===== src/rtl/ltap_pkg.sv =====
package ltap_pkg;
    localparam int CX_W  = 2;
    localparam int CY_W  = 2;
    localparam int CZ_W  = 1;
    localparam int CRD_W = CX_W + CY_W + CZ_W;
    localparam int PAY_W = 16;
    localparam int FLIT_W = PAY_W + 2;

    typedef enum logic [1:0] {
        FK_BODY = 2'b00,
        FK_HEAD = 2'b01,
        FK_TAIL = 2'b10,
        FK_SOLO = 2'b11
    } fkind_e;

    typedef struct packed {
        logic [CZ_W-1:0] z;
        logic [CY_W-1:0] y;
        logic [CX_W-1:0] x;
    } coord_t;

    typedef struct packed {
        fkind_e           kind;
        logic [PAY_W-1:0] pay;
    } flit_t;

    typedef enum logic [1:0] {
        RT_NONE = 2'd0,
        RT_CORE = 2'd1,
        RT_FWD  = 2'd2
    } route_e;

    typedef enum logic [1:0] {
        OW_NONE = 2'd0,
        OW_PASS = 2'd1,
        OW_INJ  = 2'd2
    } owner_e;

    function automatic logic opens_pkt(input fkind_e k);
        return (k == FK_HEAD) || (k == FK_SOLO);
    endfunction

    function automatic logic closes_pkt(input fkind_e k);
        return (k == FK_TAIL) || (k == FK_SOLO);
    endfunction

    function automatic coord_t dest_of(input flit_t f);
        return coord_t'(f.pay[CRD_W-1:0]);
    endfunction
endpackage


===== src/rtl/ltap_addr_match.sv =====
module ltap_addr_match
    import ltap_pkg::*;
#(
    parameter int MY_X = 1,
    parameter int MY_Y = 2,
    parameter int MY_Z = 1
) (
    input  coord_t dest,
    input  fkind_e kind,
    output logic   is_open,
    output logic   is_local
);
    coord_t me;

    always_comb begin
        me.x = CX_W'(MY_X);
        me.y = CY_W'(MY_Y);
        me.z = CZ_W'(MY_Z);
        is_open  = opens_pkt(kind);
        is_local = (dest.x == me.x) && (dest.y == me.y) && (dest.z == me.z);
    end
endmodule


===== src/rtl/ltap_split.sv =====
module ltap_split
    import ltap_pkg::*;
#(
    parameter int MY_X = 1,
    parameter int MY_Y = 2,
    parameter int MY_Z = 1
) (
    input  logic  clk,
    input  logic  rst,
    input  logic  in_valid,
    input  flit_t in_flit,
    output logic  in_ready,
    output logic  core_valid,
    output flit_t core_flit,
    input  logic  core_ready,
    output logic  fwd_valid,
    output flit_t fwd_flit,
    input  logic  fwd_ready
);
    route_e route_q;
    route_e sel;
    logic   hdr_open;
    logic   hdr_local;
    logic   take;

    ltap_addr_match #(.MY_X(MY_X), .MY_Y(MY_Y), .MY_Z(MY_Z)) match_i (
        .dest    (dest_of(in_flit)),
        .kind    (in_flit.kind),
        .is_open (hdr_open),
        .is_local(hdr_local)
    );

    always_comb begin
        if (route_q != RT_NONE) begin
            sel = route_q;
        end else if (hdr_open) begin
            sel = hdr_local ? RT_CORE : RT_FWD;
        end else begin
            sel = RT_NONE;
        end
        core_valid = in_valid && (sel == RT_CORE);
        fwd_valid  = in_valid && (sel == RT_FWD);
        core_flit  = in_flit;
        fwd_flit   = in_flit;
        case (sel)
            RT_CORE: in_ready = core_ready;
            RT_FWD:  in_ready = fwd_ready;
            default: in_ready = 1'b1;
        endcase
        take = in_valid && in_ready;
    end

    always_ff @(posedge clk) begin
        if (rst) begin
            route_q <= RT_NONE;
        end else if (take) begin
            if (route_q == RT_NONE && in_flit.kind == FK_HEAD) begin
                route_q <= sel;
            end else if (route_q != RT_NONE && closes_pkt(in_flit.kind)) begin
                route_q <= RT_NONE;
            end
        end
    end

    logic core_inpkt;
    always_ff @(posedge clk) begin
        if (rst) begin
            core_inpkt <= 1'b0;
        end else if (core_valid && core_ready) begin
            if (core_flit.kind == FK_HEAD) core_inpkt <= 1'b1;
            else if (closes_pkt(core_flit.kind)) core_inpkt <= 1'b0;
        end
    end


    core_hdr_is_mine_chk: assert property (@(posedge clk) disable iff (rst)
        core_valid && !core_inpkt && opens_pkt(core_flit.kind) |->
            (int'(dest_of(core_flit).x) == MY_X) && (int'(dest_of(core_flit).y) == MY_Y)
            && (int'(dest_of(core_flit).z) == MY_Z));


    core_no_interleave_chk: assert property (@(posedge clk) disable iff (rst)
        core_valid && core_inpkt |-> !opens_pkt(core_flit.kind));


    core_hold_chk: assert property (@(posedge clk) disable iff (rst)
        core_valid && !core_ready |=> core_valid && $stable(core_flit));
endmodule


===== src/rtl/ltap_merge.sv =====
module ltap_merge
    import ltap_pkg::*;
(
    input  logic  clk,
    input  logic  rst,
    input  logic  fault,
    input  logic  a_valid,
    input  flit_t a_flit,
    output logic  a_ready,
    input  logic  b_valid,
    input  flit_t b_flit,
    output logic  b_ready,
    output logic  out_valid,
    output flit_t out_flit,
    input  logic  out_ready
);
    owner_e owner_q;
    owner_e grant;
    logic   a_drop;
    logic   b_drop;

    always_comb begin
        a_drop = (owner_q == OW_NONE) && a_valid && !opens_pkt(a_flit.kind);
        b_drop = (owner_q == OW_NONE) && b_valid && !opens_pkt(b_flit.kind);
        if (owner_q != OW_NONE) begin
            grant = owner_q;
        end else if (!fault && a_valid && opens_pkt(a_flit.kind)) begin
            grant = OW_PASS;
        end else if (!fault && b_valid && opens_pkt(b_flit.kind)) begin
            grant = OW_INJ;
        end else begin
            grant = OW_NONE;
        end
        case (grant)
            OW_PASS: out_valid = a_valid;
            OW_INJ:  out_valid = b_valid;
            default: out_valid = 1'b0;
        endcase
        out_flit = (grant == OW_INJ) ? b_flit : a_flit;
        a_ready  = ((grant == OW_PASS) && out_ready) || a_drop;
        b_ready  = ((grant == OW_INJ) && out_ready) || b_drop;
    end

    always_ff @(posedge clk) begin
        if (rst) begin
            owner_q <= OW_NONE;
        end else if (out_valid && out_ready) begin
            if (owner_q == OW_NONE && out_flit.kind == FK_HEAD) begin
                owner_q <= grant;
            end else if (owner_q != OW_NONE && closes_pkt(out_flit.kind)) begin
                owner_q <= OW_NONE;
            end
        end
    end

    logic out_inpkt;
    always_ff @(posedge clk) begin
        if (rst) begin
            out_inpkt <= 1'b0;
        end else if (out_valid && out_ready) begin
            if (out_flit.kind == FK_HEAD) out_inpkt <= 1'b1;
            else if (closes_pkt(out_flit.kind)) out_inpkt <= 1'b0;
        end
    end


    lout_no_interleave_chk: assert property (@(posedge clk) disable iff (rst)
        out_valid && out_inpkt |-> !opens_pkt(out_flit.kind));


    lout_start_unfaulted_chk: assert property (@(posedge clk) disable iff (rst)
        out_valid && !out_inpkt && opens_pkt(out_flit.kind) |-> !fault);


    lout_hold_chk: assert property (@(posedge clk) disable iff (rst)
        out_valid && !out_ready && out_inpkt |=> out_valid && $stable(out_flit));


    single_grant_chk: assert property (@(posedge clk) disable iff (rst)
        !(a_ready && b_ready && !a_drop && !b_drop));
endmodule


===== src/rtl/link_tap_unit.sv =====
module link_tap_unit
    import ltap_pkg::*;
#(
    parameter int MY_X = 1,
    parameter int MY_Y = 2,
    parameter int MY_Z = 1
) (
    input  logic              clk,
    input  logic              rst,
    input  logic              lin_valid,
    input  logic [FLIT_W-1:0] lin_flit,
    output logic              lin_ready,
    output logic              core_valid,
    output logic [FLIT_W-1:0] core_flit,
    input  logic              core_ready,
    input  logic              inj_valid,
    input  logic [FLIT_W-1:0] inj_flit,
    output logic              inj_ready,
    output logic              lout_valid,
    output logic [FLIT_W-1:0] lout_flit,
    input  logic              lout_ready,
    input  logic              nxt_fault
);
    flit_t lin_f;
    flit_t inj_f;
    flit_t core_f;
    flit_t fwd_f;
    flit_t lout_f;
    logic  fwd_valid;
    logic  fwd_ready;

    assign lin_f     = flit_t'(lin_flit);
    assign inj_f     = flit_t'(inj_flit);
    assign core_flit = FLIT_W'(core_f);
    assign lout_flit = FLIT_W'(lout_f);

    ltap_split #(.MY_X(MY_X), .MY_Y(MY_Y), .MY_Z(MY_Z)) split_i (
        .clk       (clk),
        .rst       (rst),
        .in_valid  (lin_valid),
        .in_flit   (lin_f),
        .in_ready  (lin_ready),
        .core_valid(core_valid),
        .core_flit (core_f),
        .core_ready(core_ready),
        .fwd_valid (fwd_valid),
        .fwd_flit  (fwd_f),
        .fwd_ready (fwd_ready)
    );

    ltap_merge merge_i (
        .clk      (clk),
        .rst      (rst),
        .fault    (nxt_fault),
        .a_valid  (fwd_valid),
        .a_flit   (fwd_f),
        .a_ready  (fwd_ready),
        .b_valid  (inj_valid),
        .b_flit   (inj_f),
        .b_ready  (inj_ready),
        .out_valid(lout_valid),
        .out_flit (lout_f),
        .out_ready(lout_ready)
    );
endmodule


===== config.mk =====
export PLATFORM = sky130hd
export DESIGN_NAME = link_tap_unit
export DESIGN_NICKNAME = d
export VERILOG_FILES = /design/src/rtl/ltap_pkg.sv /design/src/rtl/ltap_addr_match.sv /design/src/rtl/ltap_split.sv /design/src/rtl/ltap_merge.sv /design/src/rtl/link_tap_unit.sv
export SDC_FILE = /design/constraint.sdc
export NUM_CORES = 1
export LEC_CHECK = 0
export BUFFER_PORTS_ARGS = -buffer_cell sky130_fd_sc_hd__buf_4
export CAP_MARGIN = 20
export CORE_ASPECT_RATIO = 0.7
export CORE_MARGIN = 2
export CORE_UTILIZATION = 41
export CTS_BUF_LIST = sky130_fd_sc_hd__clkbuf_16
export CTS_CLUSTER_SIZE = 14
export DETAILED_ROUTE_END_ITERATION = 10
export GPL_ROUTABILITY_DRIVEN = 1
export PLACE_DENSITY = 0.95
export SYNTH_ARGS = -nofsm -noshare
export SYNTH_HDL_FRONTEND = slang
export SYNTH_HIERARCHICAL = 1
export SYNTH_SLANG_ARGS = --single-unit

===== constraint.sdc =====
create_clock -name clk -period 4.9 [get_ports clk]
set_input_delay 0 -clock clk [delete_from_list [all_inputs] [get_ports clk]]
set_output_delay 0 -clock clk [all_outputs]
set_load 0.01 [all_outputs]

# [Word-level counts from Yosys, hierarchy flattened]
# Cells that the tools add are included.
# W data, S select, Z words.
[totals] regBits=4 out_inout_bits=40 word_cells=66
[op_classes] n_eq_ne=14 mux=13 reduce_logical=37
[ops] op="$logic_and A1 B1 Y1" count=20
[ops] op="$mux W2" count=10
[ops] op="$mux W18" count=1
[ops] op="$eq A2 B2 Y1 const B" count=8
[ops] op="$eq A2 B1 Y1 const B" count=6
[ops] op="$reduce_bool A2 Y1" count=4
[ops] op="$logic_or A1 B1 Y1" count=6
[ops] op="$logic_not A2 Y1" count=2
[ops] op="$pmux W1 S2" count=2
[ops] op="$reduce_and A2 Y1" count=2
[ops] op="$logic_not A1 Y1" count=3

# [Depth between registers and ports, before layout]
[depth] word_depth=19 depth_mapped=15 mapped_depth_nobuf=14

# [Modules after synthesis]
# Netlist, hierarchy kept.
[modules_own_cells] module="ltap_merge" instances=1 cells_per_inst=48 area_per_inst_um2=469.2 seq_area_each_um2=40.0
[modules_own_cells] module="ltap_split" instances=1 cells_per_inst=57 area_per_inst_um2=450.4 seq_area_each_um2=40.0
[modules_own_cells] module="ltap_addr_match" instances=1 cells_per_inst=3 area_per_inst_um2=16.3 seq_area_each_um2=0.0

# [Worst setup path after synthesis]
# OpenSTA, ideal clock, no wires.
[synth_path] path_type="flip-flop to flip-flop" startpoint="register split_i.route_q[0]" endpoint="register split_i.route_q[0]" setup_time_ns=0.070 arrival_time_ns=2.622 required_ns=4.830 slack_ns=2.207 path_stages_with_launch=13 path_buffers=0 period_less_slack_ns=2.693 path_cell_list="dfxtp_1 > nor3b_1 > or2_2 > ha_1 > and2_1 > and4bb_2 > nor2_1 > inv_1 > ha_1 > a32o_1 > a221o_1 > a31oi_2 > o2bb2ai_1"
[synth_via] elab_chain_cells=14 word_cells_on_any_way=22 cone_classes="eq/ne (3); mux (5); reduce/logical (14)"
[synth_lines] element="from (decl)" line="ltap_split.sv:20" source="route_e route_q;"
[synth_lines] element="from (signal assigned)" line="ltap_split.sv:58" source="route_q <= sel;"
[synth_lines] element="$reduce_bool A2 Y1" line="ltap_split.sv:34" source="if (route_q != RT_NONE) begin"
[synth_lines] element="$mux W2 *" line="ltap_split.sv:34"
[synth_lines] element="$eq A2 B2 Y1 *" line="ltap_split.sv:42" source="fwd_valid = in_valid && (sel == RT_FWD);"
[synth_lines] element="$logic_and A1 B1 Y1 *" line="ltap_split.sv:42"
[synth_lines] element="via fwd_valid" line="link_tap_unit.sv:29" source="logic fwd_valid;"
[synth_lines] element="$logic_and A1 B1 Y1 (2 in a row)" line="ltap_merge.sv:27" source="end else if (!fault && a_valid && opens_pkt(a_flit.kind)) begin"
[synth_lines] element="$mux W2" line="ltap_merge.sv:27"
[synth_lines] element="$mux W2" line="ltap_merge.sv:25" source="if (owner_q != OW_NONE) begin"
[synth_lines] element="$eq A2 B1 Y1" line="ltap_merge.sv:40" source="a_ready = ((grant == OW_PASS) && out_ready) || a_drop;"
[synth_lines] element="$logic_and A1 B1 Y1" line="ltap_merge.sv:40"
[synth_lines] element="$logic_or A1 B1 Y1 *" line="ltap_merge.sv:40"
[synth_lines] element="via fwd_ready" line="link_tap_unit.sv:30" source="logic fwd_ready;"
[synth_lines] element="$pmux W1 S2 *" line="ltap_split.sv:45" source="case (sel)"
[synth_lines] element="via lin_ready" line="link_tap_unit.sv:12" source="output logic lin_ready,"
[synth_lines] element="$logic_and A1 B1 Y1 *" line="ltap_split.sv:50" source="take = in_valid && in_ready;"
[synth_lines] element="$reduce_and A2 Y1 (no source line) *"
# The timed path passes the listed nets; every way through them passes the cells marked *.
# A chain may end at the register's enable or synchronous reset.

# [Final worst setup path]
[layout_path] startpoint="register split_i.route_q[0]" endpoint="register merge_i.owner_q[1]"
[layout_via] elab_chain_cells=15 word_cells_on_any_way=22 cone_classes="eq/ne (6); mux (6); reduce/logical (10)"
[layout_lines] element="$reduce_bool A2 Y1" line="ltap_split.sv:34"
[layout_lines] element="$mux W2 *" line="ltap_split.sv:34"
[layout_lines] element="$eq A2 B2 Y1 *" line="ltap_split.sv:42"
[layout_lines] element="$logic_and A1 B1 Y1 *" line="ltap_split.sv:42"
[layout_lines] element="via fwd_valid" line="link_tap_unit.sv:29"
[layout_lines] element="$logic_and A1 B1 Y1 (2 in a row)" line="ltap_merge.sv:27"
[layout_lines] element="$mux W2" line="ltap_merge.sv:27"
[layout_lines] element="$mux W2" line="ltap_merge.sv:25"
[layout_lines] element="$eq A2 B2 Y1" line="ltap_merge.sv:34, ltap_merge.sv:39"
[layout_lines] element="$mux W18" line="ltap_merge.sv:39" source="out_flit = (grant == OW_INJ) ? b_flit : a_flit;"
[layout_lines] element="$eq A2 B2 Y1" line="ltap_pkg.sv:44" source="return (k == FK_TAIL) || (k == FK_SOLO);"
[layout_lines] element="$logic_or A1 B1 Y1" line="ltap_pkg.sv:44"
[layout_lines] element="$logic_and A1 B1 Y1" line="ltap_merge.sv:50" source="end else if (owner_q != OW_NONE && closes_pkt(out_flit.kind)) begin"
[layout_lines] element="$reduce_bool A2 Y1 (no source line)"
[layout_lines] element="$reduce_and A2 Y1 (no source line)"
[layout_lines] element="to (signal assigned)" line="ltap_merge.sv:49" source="owner_q <= grant;"
[layout_lines] element="to (decl)" line="ltap_merge.sv:17" source="owner_e owner_q;"
# Marked as above.

==> flow_metrics.tcl <==
set metrics [dict create \
    rows 14 \
    irDropWorstVdd_v 0.0000961 \
    cpMostUsedCell "ha_1" \
    skew_ns 0.00305 \
    finalHoldWorstSlack_ns 0.00202 \
    drc_errors 0 \
    clk_pin_slew_ns 0.03 \
    synthArstFlopShare 0 \
    vias 916 \
    crit_buf_inv 1 \
    cts_sinks 4 \
    fp.dieH_um 44.0 \
    leakagePower_nw 0.683 \
    die_area_um2 2690 \
    num_antenna_cells 0 \
    synth.avg_cell_area_um2 8.67 \
    critical_path.max_stage_delay_ns 0.74 \
    yosysMostFrequentCell "buf_4" \
    initial_core_util 0.434 \
    die-width_um 61.1 \
    dp_hpwl_mm 2.32 \
    status "finished clean" \
    area_delta_synth_final_pct 48.1 \
    wl_per_cell_um 14.6 \
    cp_max_fo 18 \
    crit_type "reg -> reg" \
    ys_top_cells_by_count "buf_4, mux2_2, inv_1" \
    grt_start_max_net_pins 19 \
    nNetsFinal 205 \
    cts-resized-gates 0 \
    fmax_mhz 315 \
    period_minus_slack_ns 3.17 \
    synth_cells 108 \
    synth_edf_count 0 \
    drt_first_pass_iters 4 \
    cts_tree "done" \
    end_kind "flop" \
    cpLargestDelayFamily "simple AND/OR/NAND/NOR gates" \
    synth_area_leaders "buf_4, mux2_2, dfxtp_1, ha_1, inv_1" \
    clockBufferDepth 2 \
    port_buffers 82 \
    hold_class "in -> reg" \
    relSlewSlack 0.454 \
    grt_pass1_vias 968 \
    fp.coreArea_um2 2150 \
    cp_data_required_time_ns 5.06 \
    arrival_ns 3.33 \
    ant_nets 0 \
    syn_nets 156 \
    htree_levels 1 \
    drv_slew 0 \
    fin_tns_setup_ns 0 \
    maxCapViolations 0 \
    startpoint_type "flop" \
    cts-buffers-inserted 3 \
    syn_area_um2 936 \
    timing.final.crit_share 0.647 \
    totalWireLength_mm 2.74 \
    slowest_stage "ha_1" \
    fillers 184 \
    path_cells "nor3b_1 > or2_2 > ha_1 > and2_1 > and4bb_2 > nor2_1 > ha_1 > mux2i_2 > inv_2 > a311o_1 > o21ai_2" \
    postCtsSetupBuffers 0 \
    cts_root_buf "clkbuf_16" \
    yosys.area.top_type "buf_4" \
    dr.first_iter.drc_count 24 \
    p_per_area_nw_per_um2 193 \
    antenna_found_initial 0 \
    setup_viol 0 \
    track_usage 0.214 \
    routed_via_density 4.90 \
    hold_buffers 1 \
    io_pins 83 \
    layout-drive-gt1-share 0.710 \
    finalWeightedCongestion 0.804 \
    grt_pass1_wl_mm 4.26 \
    clk_latency_ns 0.23 \
    synth_top_area_frac 0.289 \
    overflow 0 \
    synth_flop_cell "dfxtp_1" \
    worstMarginPinSlew_ns 0.820 \
    synth_warnings 6 \
    rsz0062_at_grt "false" \
    yosysSeqAreaShare 0.0856 \
    yosysUniqueCellTypes 35 \
    hold_violations 0 \
    ys_ff_latch 4 \
    post-route-util 0.643 \
]
-- path summary, 6_finish.rpt --
path	from	end	slack, ns	cells past startpoint
worst max-delay path	split_i/route_q[0]$_SDFFE_PP0P_	merge_i/owner_q[1]$_SDFFE_PP0P_	1.73	11
worst min-delay path	lout_ready	merge_i/owner_q[0]$_SDFFE_PP0P_	0.002	2
worst max register to register	split_i/route_q[0]$_SDFFE_PP0P_	merge_i/owner_q[1]$_SDFFE_PP0P_	1.73	11
worst min register to register	split_i/route_q[1]$_SDFFE_PP0P_	split_i/route_q[1]$_SDFFE_PP0P_	0.50	1
-- per-layer routing --
layer	global-route usage	vias up	routed length [um]
met3	0.0507	2	163
li1	-	437	-
met1	0.231	429	982
met5	0	-	0
met2	0.409	48	1570
met4	0.0609	0	19
-- power by group --
part	internal (mW)	switching [mW]
clock	0.104	0.0248
combinational	0.0624	0.0426
sequential	0.0330	0.000216
-- cell type report --
cell class / instances / area [um^2] / share of cell area
timing repair buffer: 83 / 626 / 0.451
multi-input combinational: 55 / 528 / 0.381
sequential: 4 / 80.1 / 0.0578
clock buffer: 3 / 75.1 / 0.0542
tap: 32 / 40.0 / 0.0289
inverter: 10 / 37.5 / 0.0271
-- kinds of logic (layout without fill, tap and decap cells) --
group / after synthesis / after routing / synth area share
AND/OR/NAND/NOR: 19 / 19 / 0.135
buffers and inverters: 49 / 96 / 0.350
AO/OA/AOI/OAI: 13 / 13 / 0.139
flip-flops: 4 / 4 / 0.0856
adder cells (fa/ha/maj): 5 / 5 / 0.0668
multiplexers: 18 / 18 / 0.223
-- placed cells by master (no fill, tap or decap), types with 2 or more instances in the layout --
cell       count
buf_4         82
mux2_2        16
inv_1          9
ha_1           5
dfxtp_1        4
clkbuf_16      3
nor2_1         3
nor2b_1        2
a32o_1         2
and2_1         2
nand4b_1       2
nand3_1        2
o2bb2ai_1      2
-- metrics by stage --
stage                     std cells  cell area [um^2]  total power [mW]  worst slack [ns]
after floorplan                 108               936            0.0944              2.21
after global placement          183              1300             0.135              1.84
after detailed placement        183              1300             0.138              1.61
after CTS                       187              1390             0.269              1.72
after global routing            187              1390             0.279              1.52
final                           187              1390             0.267              1.73
-- sequential cells by signal (all words and copies together) (netlist names) --
signal           cells
merge_i/owner_q      2
split_i/route_q      2
Note: power is estimated with default switching activity, not from simulation.
